## src/rtl/pwcd_pkg.sv

```systemverilog
package pwcd_pkg;
  localparam int PWCD_OSR_DEF       = 8;
  localparam int PWCD_LOSS_DEF      = 12;
  localparam int PWCD_WORD_BITS_DEF = 8;

  // Width of a counter that must reach 'limit'.
  function automatic int count_width(input int limit);
    return (limit < 2) ? 1 : $clog2(limit + 1);
  endfunction

  // Sample offset for a half-period (180 degree) decision point.
  function automatic int half_phase(input int osr);
    return osr / 2;
  endfunction
endpackage

```

## src/rtl/pwcd_sync.sv

```systemverilog
module pwcd_sync #(
  parameter int STAGES = 2
) (
  input  logic clk,
  input  logic rst_n,
  input  logic din,
  output logic dout
);
  logic [STAGES-1:0] chain;

  always_ff @(posedge clk) begin
    if (!rst_n) chain <= '0;
    else        chain <= {chain[STAGES-2:0], din};
  end

  assign dout = chain[STAGES-1];
endmodule

```

## src/rtl/pwcd_edge_timer.sv

```systemverilog
module pwcd_edge_timer #(
  parameter int SAMPLE_PHASE = 4,
  parameter int LOSS_LIMIT   = 12
) (
  input  logic clk,
  input  logic rst_n,
  input  logic line_sync,
  output logic rise_evt,
  output logic sample_evt,
  output logic loss_evt,
  output logic half_clk_en,
  output logic loss_flag
);
  import pwcd_pkg::*;
  localparam int CW = count_width(LOSS_LIMIT);

  logic          line_prev;
  logic          locked;
  logic [CW-1:0] since_edge;

  // Samples since the last rising edge, saturating at the loss limit.
  function automatic logic [CW-1:0] next_since(input logic [CW-1:0] cur,
                                               input logic rise,
                                               input logic lck);
    if (rise)                          return CW'(1);
    else if (lck && cur < CW'(LOSS_LIMIT)) return cur + CW'(1);
    else                               return cur;
  endfunction

  assign rise_evt   = line_sync & ~line_prev;
  assign sample_evt = locked & ~rise_evt & (since_edge == CW'(SAMPLE_PHASE));
  assign loss_evt   = locked & ~rise_evt & (since_edge == CW'(LOSS_LIMIT));

  always_ff @(posedge clk) begin
    if (!rst_n) begin
      line_prev   <= 1'b0;
      locked      <= 1'b0;
      since_edge  <= '0;
      half_clk_en <= 1'b0;
      loss_flag   <= 1'b0;
    end else begin
      line_prev  <= line_sync;
      since_edge <= next_since(since_edge, rise_evt, locked);
      if (rise_evt) begin
        locked      <= 1'b1;
        half_clk_en <= ~half_clk_en;
        loss_flag   <= 1'b0;
      end else if (loss_evt) begin
        locked    <= 1'b0;
        loss_flag <= 1'b1;
      end
    end
  end
endmodule

```

## src/rtl/pwcd_word_asm.sv

```systemverilog
module pwcd_word_asm #(
  parameter int WORD_BITS = 8
) (
  input  logic                 clk,
  input  logic                 rst_n,
  input  logic                 sample_evt,
  input  logic                 loss_evt,
  input  logic                 din,
  output logic                 bit_out,
  output logic                 bit_valid,
  output logic [WORD_BITS-1:0] word_out,
  output logic                 word_valid
);
  import pwcd_pkg::*;
  localparam int BW = count_width(WORD_BITS - 1);

  logic [WORD_BITS-1:0] acc;
  logic [BW-1:0]        nbits;
  logic                 word_done;

  function automatic logic [WORD_BITS-1:0] push_msb_first(
      input logic [WORD_BITS-1:0] cur, input logic b);
    return {cur[WORD_BITS-2:0], b};
  endfunction

  assign word_done = sample_evt & (nbits == BW'(WORD_BITS - 1));

  always_ff @(posedge clk) begin
    if (!rst_n) begin
      acc        <= '0;
      nbits      <= '0;
      bit_out    <= 1'b0;
      bit_valid  <= 1'b0;
      word_out   <= '0;
      word_valid <= 1'b0;
    end else begin
      bit_valid  <= sample_evt;
      word_valid <= word_done;
      if (sample_evt) bit_out <= din;
      if (loss_evt) begin
        acc   <= '0;
        nbits <= '0;
      end else if (word_done) begin
        word_out <= push_msb_first(acc, din);
        acc      <= '0;
        nbits    <= '0;
      end else if (sample_evt) begin
        acc   <= push_msb_first(acc, din);
        nbits <= nbits + BW'(1);
      end
    end
  end
endmodule

```

## src/rtl/pwcd_decoder.sv

```systemverilog
module pwcd_decoder #(
  parameter int OSR        = pwcd_pkg::PWCD_OSR_DEF,
  parameter int LOSS_LIMIT = pwcd_pkg::PWCD_LOSS_DEF,
  parameter int WORD_BITS  = pwcd_pkg::PWCD_WORD_BITS_DEF
) (
  input  logic                 clk,
  input  logic                 rst_n,
  input  logic                 line_in,
  output logic                 bit_out,
  output logic                 bit_valid,
  output logic [WORD_BITS-1:0] word_out,
  output logic                 word_valid,
  output logic                 half_clk_en,
  output logic                 loss_flag
);
  localparam int SAMPLE_PHASE = pwcd_pkg::half_phase(OSR);

  // Named internal events, visible to the bound checker.
  logic line_sync;
  logic rise_evt;
  logic sample_evt;
  logic loss_evt;

  pwcd_sync #(.STAGES(2)) u_sync (
    .clk(clk), .rst_n(rst_n), .din(line_in), .dout(line_sync)
  );

  pwcd_edge_timer #(.SAMPLE_PHASE(SAMPLE_PHASE), .LOSS_LIMIT(LOSS_LIMIT)) u_timer (
    .clk(clk), .rst_n(rst_n), .line_sync(line_sync),
    .rise_evt(rise_evt), .sample_evt(sample_evt), .loss_evt(loss_evt),
    .half_clk_en(half_clk_en), .loss_flag(loss_flag)
  );

  pwcd_word_asm #(.WORD_BITS(WORD_BITS)) u_asm (
    .clk(clk), .rst_n(rst_n), .sample_evt(sample_evt), .loss_evt(loss_evt),
    .din(line_sync), .bit_out(bit_out), .bit_valid(bit_valid),
    .word_out(word_out), .word_valid(word_valid)
  );
endmodule

```

## config.mk

```make
export PLATFORM = sky130hd
export DESIGN_NAME = pwcd_decoder
export DESIGN_NICKNAME = d
export VERILOG_FILES = /design/src/rtl/pwcd_pkg.sv /design/src/rtl/pwcd_sync.sv /design/src/rtl/pwcd_edge_timer.sv /design/src/rtl/pwcd_word_asm.sv /design/src/rtl/pwcd_decoder.sv
export SDC_FILE = /design/constraint.sdc
export NUM_CORES = 1
export LEC_CHECK = 0
export ABC_AREA = 1
export BUFFER_PORTS_ARGS = -buffer_cell sky130_fd_sc_hd__buf_2
export CORE_MARGIN = 2
export CORE_UTILIZATION = 43
export CTS_CLUSTER_DIAMETER = 150
export DETAILED_ROUTE_END_ITERATION = 12
export GPL_ROUTABILITY_DRIVEN = 1
export PLACE_DENSITY_LB_ADDON = 0.15
export SLEW_MARGIN = 5
export SYNTH_ARGS = -nofsm -noshare
export SYNTH_HDL_FRONTEND = slang
export SYNTH_HIERARCHICAL = 1
export SYNTH_SLANG_ARGS = --single-unit
```

## constraint.sdc

```tcl
create_clock -name clk -period 1.72 [get_ports clk]
set_input_delay 0.172 -clock clk [delete_from_list [all_inputs] [get_ports clk]]
set_output_delay 0.172 -clock clk [all_outputs]
set_load 0.01 [all_outputs]
```

# Word-level counts from Yosys, hierarchy flattened
# Cells that the tools add are included.
# classes
n_addsub	2
order_cmp	1
eq_ne	3
muxes	4
n_bitwise	10
n_reduce_logical	6
# op_table
op	count
$and 1x1->1	5
$not 1->1	5
$add 4x1->4 const B	1
$eq 4x3->1 const B	1
$eq 4x4->1 const B	1
$lt 4x4->1 const B	1
$mux 1	4
$reduce_bool 2->1	2
$add 3x1->3 const B	1
$eq 3x3->1 const B	1
$reduce_or 3->1	1
$reduce_and 2->1	1
$reduce_or 2->1	1
$logic_and 1x1->1	1
# word_totals
ff_bits	31
inputBits	3
elab_cells	39

# Logic depth before layout (Yosys ltp)
# logic_depth
word_depth	7
ltp_mapped	10

# By module
# Netlist, hierarchy kept.
# by_module_without_submodules
mod	instances	cells_per_inst	area_per_inst_um2	seq_area_each_um2
pwcd_word_asm	1	106	807.0	420.4
pwcd_edge_timer	1	51	381.6	160.2
pwcd_sync	1	6	55.1	40.0

# Least setup slack after synthesis
# No wires, ideal clock.
# synth_path
path_type	register -> register
startpoint	register u_timer.since_edge[0]
endpoint	register u_asm.acc[0]
t_arrival_ns	1.400
setup_slack_ns	0.198
path_stages_with_launch	8
path_cell_list	dfxtp_1 > inv_1 > ha_1 > nand3_1 > nor2_1 > clkinv_1 > nand2_1 > a21oi_1
# synth_between
elab_chain_cells	4
elab_cells_between_ends	6
classes_between	2 x eq/ne; 3 x bitwise; 1 x reduce/logical
# synth_rtl
element	line_no	rtl
start, declared	pwcd_edge_timer.sv:19	logic [CW-1:0] since_edge;
start signal, assigned	pwcd_edge_timer.sv:43	since_edge <= next_since(since_edge, rise_evt, locked);
$eq 4x3->1 (*)	pwcd_edge_timer.sv:31	assign sample_evt = locked & ~rise_evt & (since_edge == CW'(SAMPLE_PHASE));
$and 1x1->1 (*)	pwcd_edge_timer.sv:31	
via sample_evt	pwcd_decoder.sv:21	logic sample_evt;
$and 1x1->1	pwcd_word_asm.sv:26	assign word_done = sample_evt & (nbits == BW'(WORD_BITS - 1));
$reduce_or 3->1 (no line)	n/a	
end signal, assigned	pwcd_word_asm.sv:48	acc <= push_msb_first(acc, din);
end, declared	pwcd_word_asm.sv:17	logic [WORD_BITS-1:0] acc;
# Mark *: on every way through the listed nets, which the timed path passes. The rest lies on a longest branch.
# A chain may end at the register's enable or synchronous reset.

# Final worst setup path
# layout_path
startpoint	register u_timer.since_edge[0]
endpoint	register u_asm.acc[2]
# The elaborated chain is that of the path after synthesis.

==> results.toml <==
[die]
die_area_sq_um = 3329
initial_core_util_pct = 44.96
ios = 16
die_x_um = 57.70
rows = 19
die_h_um = 57.70
coreArea_sq_um = 2758

[critical_path]
critPathLaunchType = "register"
r2r_start = "u_timer/since_edge[0]"
required_ns = 1.97
r2r_end = "u_asm/acc[2]"
rrSetupSlack_ns = 0.16
worst-setup-path-type = "reg2reg"
arrival_ns = 1.82
cp_max_fo = 14
end_kind = "register"
r2r_cells = 8

[placement]
gp_congestion = 0.7618
dp_hpwl_um = 1463
io_buffers = 15

[sta]
worst_pin_slew_ns = 0.3519
fin_crit_ns = 1.563
fmax_ghz = 0.6398
rsz0062_at_grt = "no"
drv_slew = 0
setup_violations = 0
final_hold_viol_count = 0
setup_tns_ns = 0
period_share_pct = 90.87
final.setup_skew_ns = 0.01111
slew_headroom_pct = 76.54

[clock_network]
cts_resized = 0
cts_tree = "built"
clk_latency_ns = 0.33
cts_root_buffer = "clkbuf_4"
cts_hold_buffers = 0
clkTransAtPathRegs_ns = 0.10
cts_buffers = 5
cts.path.max_buffers = 2
postCtsSetupBuffers = 0
cts_max_level = 2
numClockSinks = 31

[global_routing]
grt_max_degree = 19
grt_use_total_pct = 15.21
grt_pass1_vias = 874
antenna_found_initial = 0
grt_pass1_wl_um = 3788
grt_overflow_total = 0

[finish]
n_antenna_cell = 0
fill_cells = 286
nets = 189
area_growth_pct = 13.72
drive_above_1_share_pct = 17.49

[routing]
post_drt_wl_per_cell_um = 10.02
drtAntennaViolNets = 0
routed_wl_um = 2144
drt_iter0_drc = 36
detail_route.vias_per_cell = 4.687
first_pass_iters = 4
post-route-drc-count = 0
num_vias = 1003

[power]
power_density_nw_per_um2 = 888.2
ir_worst_vdd_uv = 616.7
power_w = 0.001252
leakage_nw = 0.6867

[status]
outcome = "finished clean"

[run]
drv_cap = 0

[min_path]
worstHoldPathCells = 3
hp-start = "line_in"
hp-class = "in2reg"
min_to = "u_sync/chain[0]"

[logic_synthesis]
yosys_warnings = 6
synth_cells = 162
netlist_area_sq_um = 1240
avgSynthCellArea_sq_um = 7.654
synth_nets = 169
worst max-delay path: stages (launching register included):
cell     delay, ns
dfxtp_1       0.39
inv_1         0.08
ha_1          0.21
nand3_1       0.09
nor2_1        0.05
buf_4         0.18
nand2_1       0.10
nand3_2       0.19
a21oi_1       0.19
report_power, final:
group	internal, W	switching [W]	total, W
registers	0.000725	0.00000749	0.000733
logic	0.0000143	0.0000276	0.0000419
clock network	0.000240	0.000238	0.000478
total	0.000980	0.000273	0.00125
layout by cell type, fill, tap and decap left out:
| cell | instances |
|---|---|
| buf_4 | 1 |
| o21bai_1 | 1 |
| nand3_4 | 1 |
| clkbuf_8 | 2 |
| xnor2_1 | 1 |
| clkbuf_1 | 1 |
| nor2_1 | 24 |
| buf_2 | 15 |
| ha_1 | 4 |
| nand4_1 | 1 |
| nand2_1 | 46 |
| nor2_2 | 3 |
| clkinvlp_4 | 1 |
| a21oi_1 | 12 |
| dfxtp_1 | 31 |
| inv_1 | 22 |
| xor2_1 | 1 |
| nand2_4 | 1 |
| nand3_2 | 1 |
| clkbuf_4 | 5 |
| nand3_1 | 7 |
| nand2_2 | 2 |
metrics by stage:
step / worst slack, ns / instance area (sq um) / hold WS (ns) / instances / util (%)
2_1_floorplan: 0.1985 / 1240 / 0.2655 / 162 / -
3_3_place_gp: 0.2133 / 1338 / 0.3551 / 206 / 48.50
3_5_place_dp: 0.1735 / 1338 / 0.3616 / 206 / 48.50
4_1_cts: 0.1522 / 1406 / 0.006969 / 214 / 51.00
5_1_grt: 0.009952 / 1410 / 0.03051 / 214 / 51.13
6_report: 0.1570 / 1410 / 0.02368 / 214 / 51.13
registers in the layout, indices dropped and copies added (netlist names):
| name | count |
|---|---|
| u_asm/word_out | 8 |
| u_asm/acc | 7 |
| u_timer/since_edge | 4 |
| u_asm/nbits | 3 |
| u_sync/chain | 2 |
| u_asm/bit_out | 1 |
| u_asm/bit_valid | 1 |
| u_asm/word_valid | 1 |
| u_timer/half_clk_en | 1 |
| u_timer/line_prev | 1 |
| u_timer/locked | 1 |
| u_timer/loss_flag | 1 |
worst max-delay path by stage:
stage          slack [ns]                  start                end  cells after the start
3_3_place_gp         0.21  u_timer/since_edge[0]     u_asm/nbits[1]                      8
2_1_floorplan        0.20  u_timer/since_edge[0]       u_asm/acc[0]                      7
3_5_place_dp         0.17  u_timer/since_edge[0]     u_asm/nbits[1]                      8
6_report             0.16  u_timer/since_edge[0]       u_asm/acc[2]                      8
5_1_grt              0.01  u_timer/since_edge[0]  u_asm/word_out[5]                      9
4_1_cts              0.15  u_timer/since_edge[0]       u_asm/acc[2]                      8
metal layers:
layer  up-vias  global-route usage, %  share of wire, %
met4         0                  11.96               1.8
met3         5                  4.911               6.3
li1        531                      -                 -
met2        25                  20.94                45
met5         -                      0                 0
met1       442                  19.44                47
cell type report:
| cell class | instances | area (sq um) | share of cell area, % |
|---|---|---|---|
| flip-flops and latches | 31 | 620.6 | 44.01 |
| well taps | 31 | 38.79 | 2.751 |
| clock buffers | 8 | 68.82 | 4.880 |
| inverters | 23 | 90.09 | 6.389 |
| repair buffers | 16 | 82.58 | 5.856 |
| multi-input cells | 105 | 509.2 | 36.11 |
(Power assumes the default switching activity.)
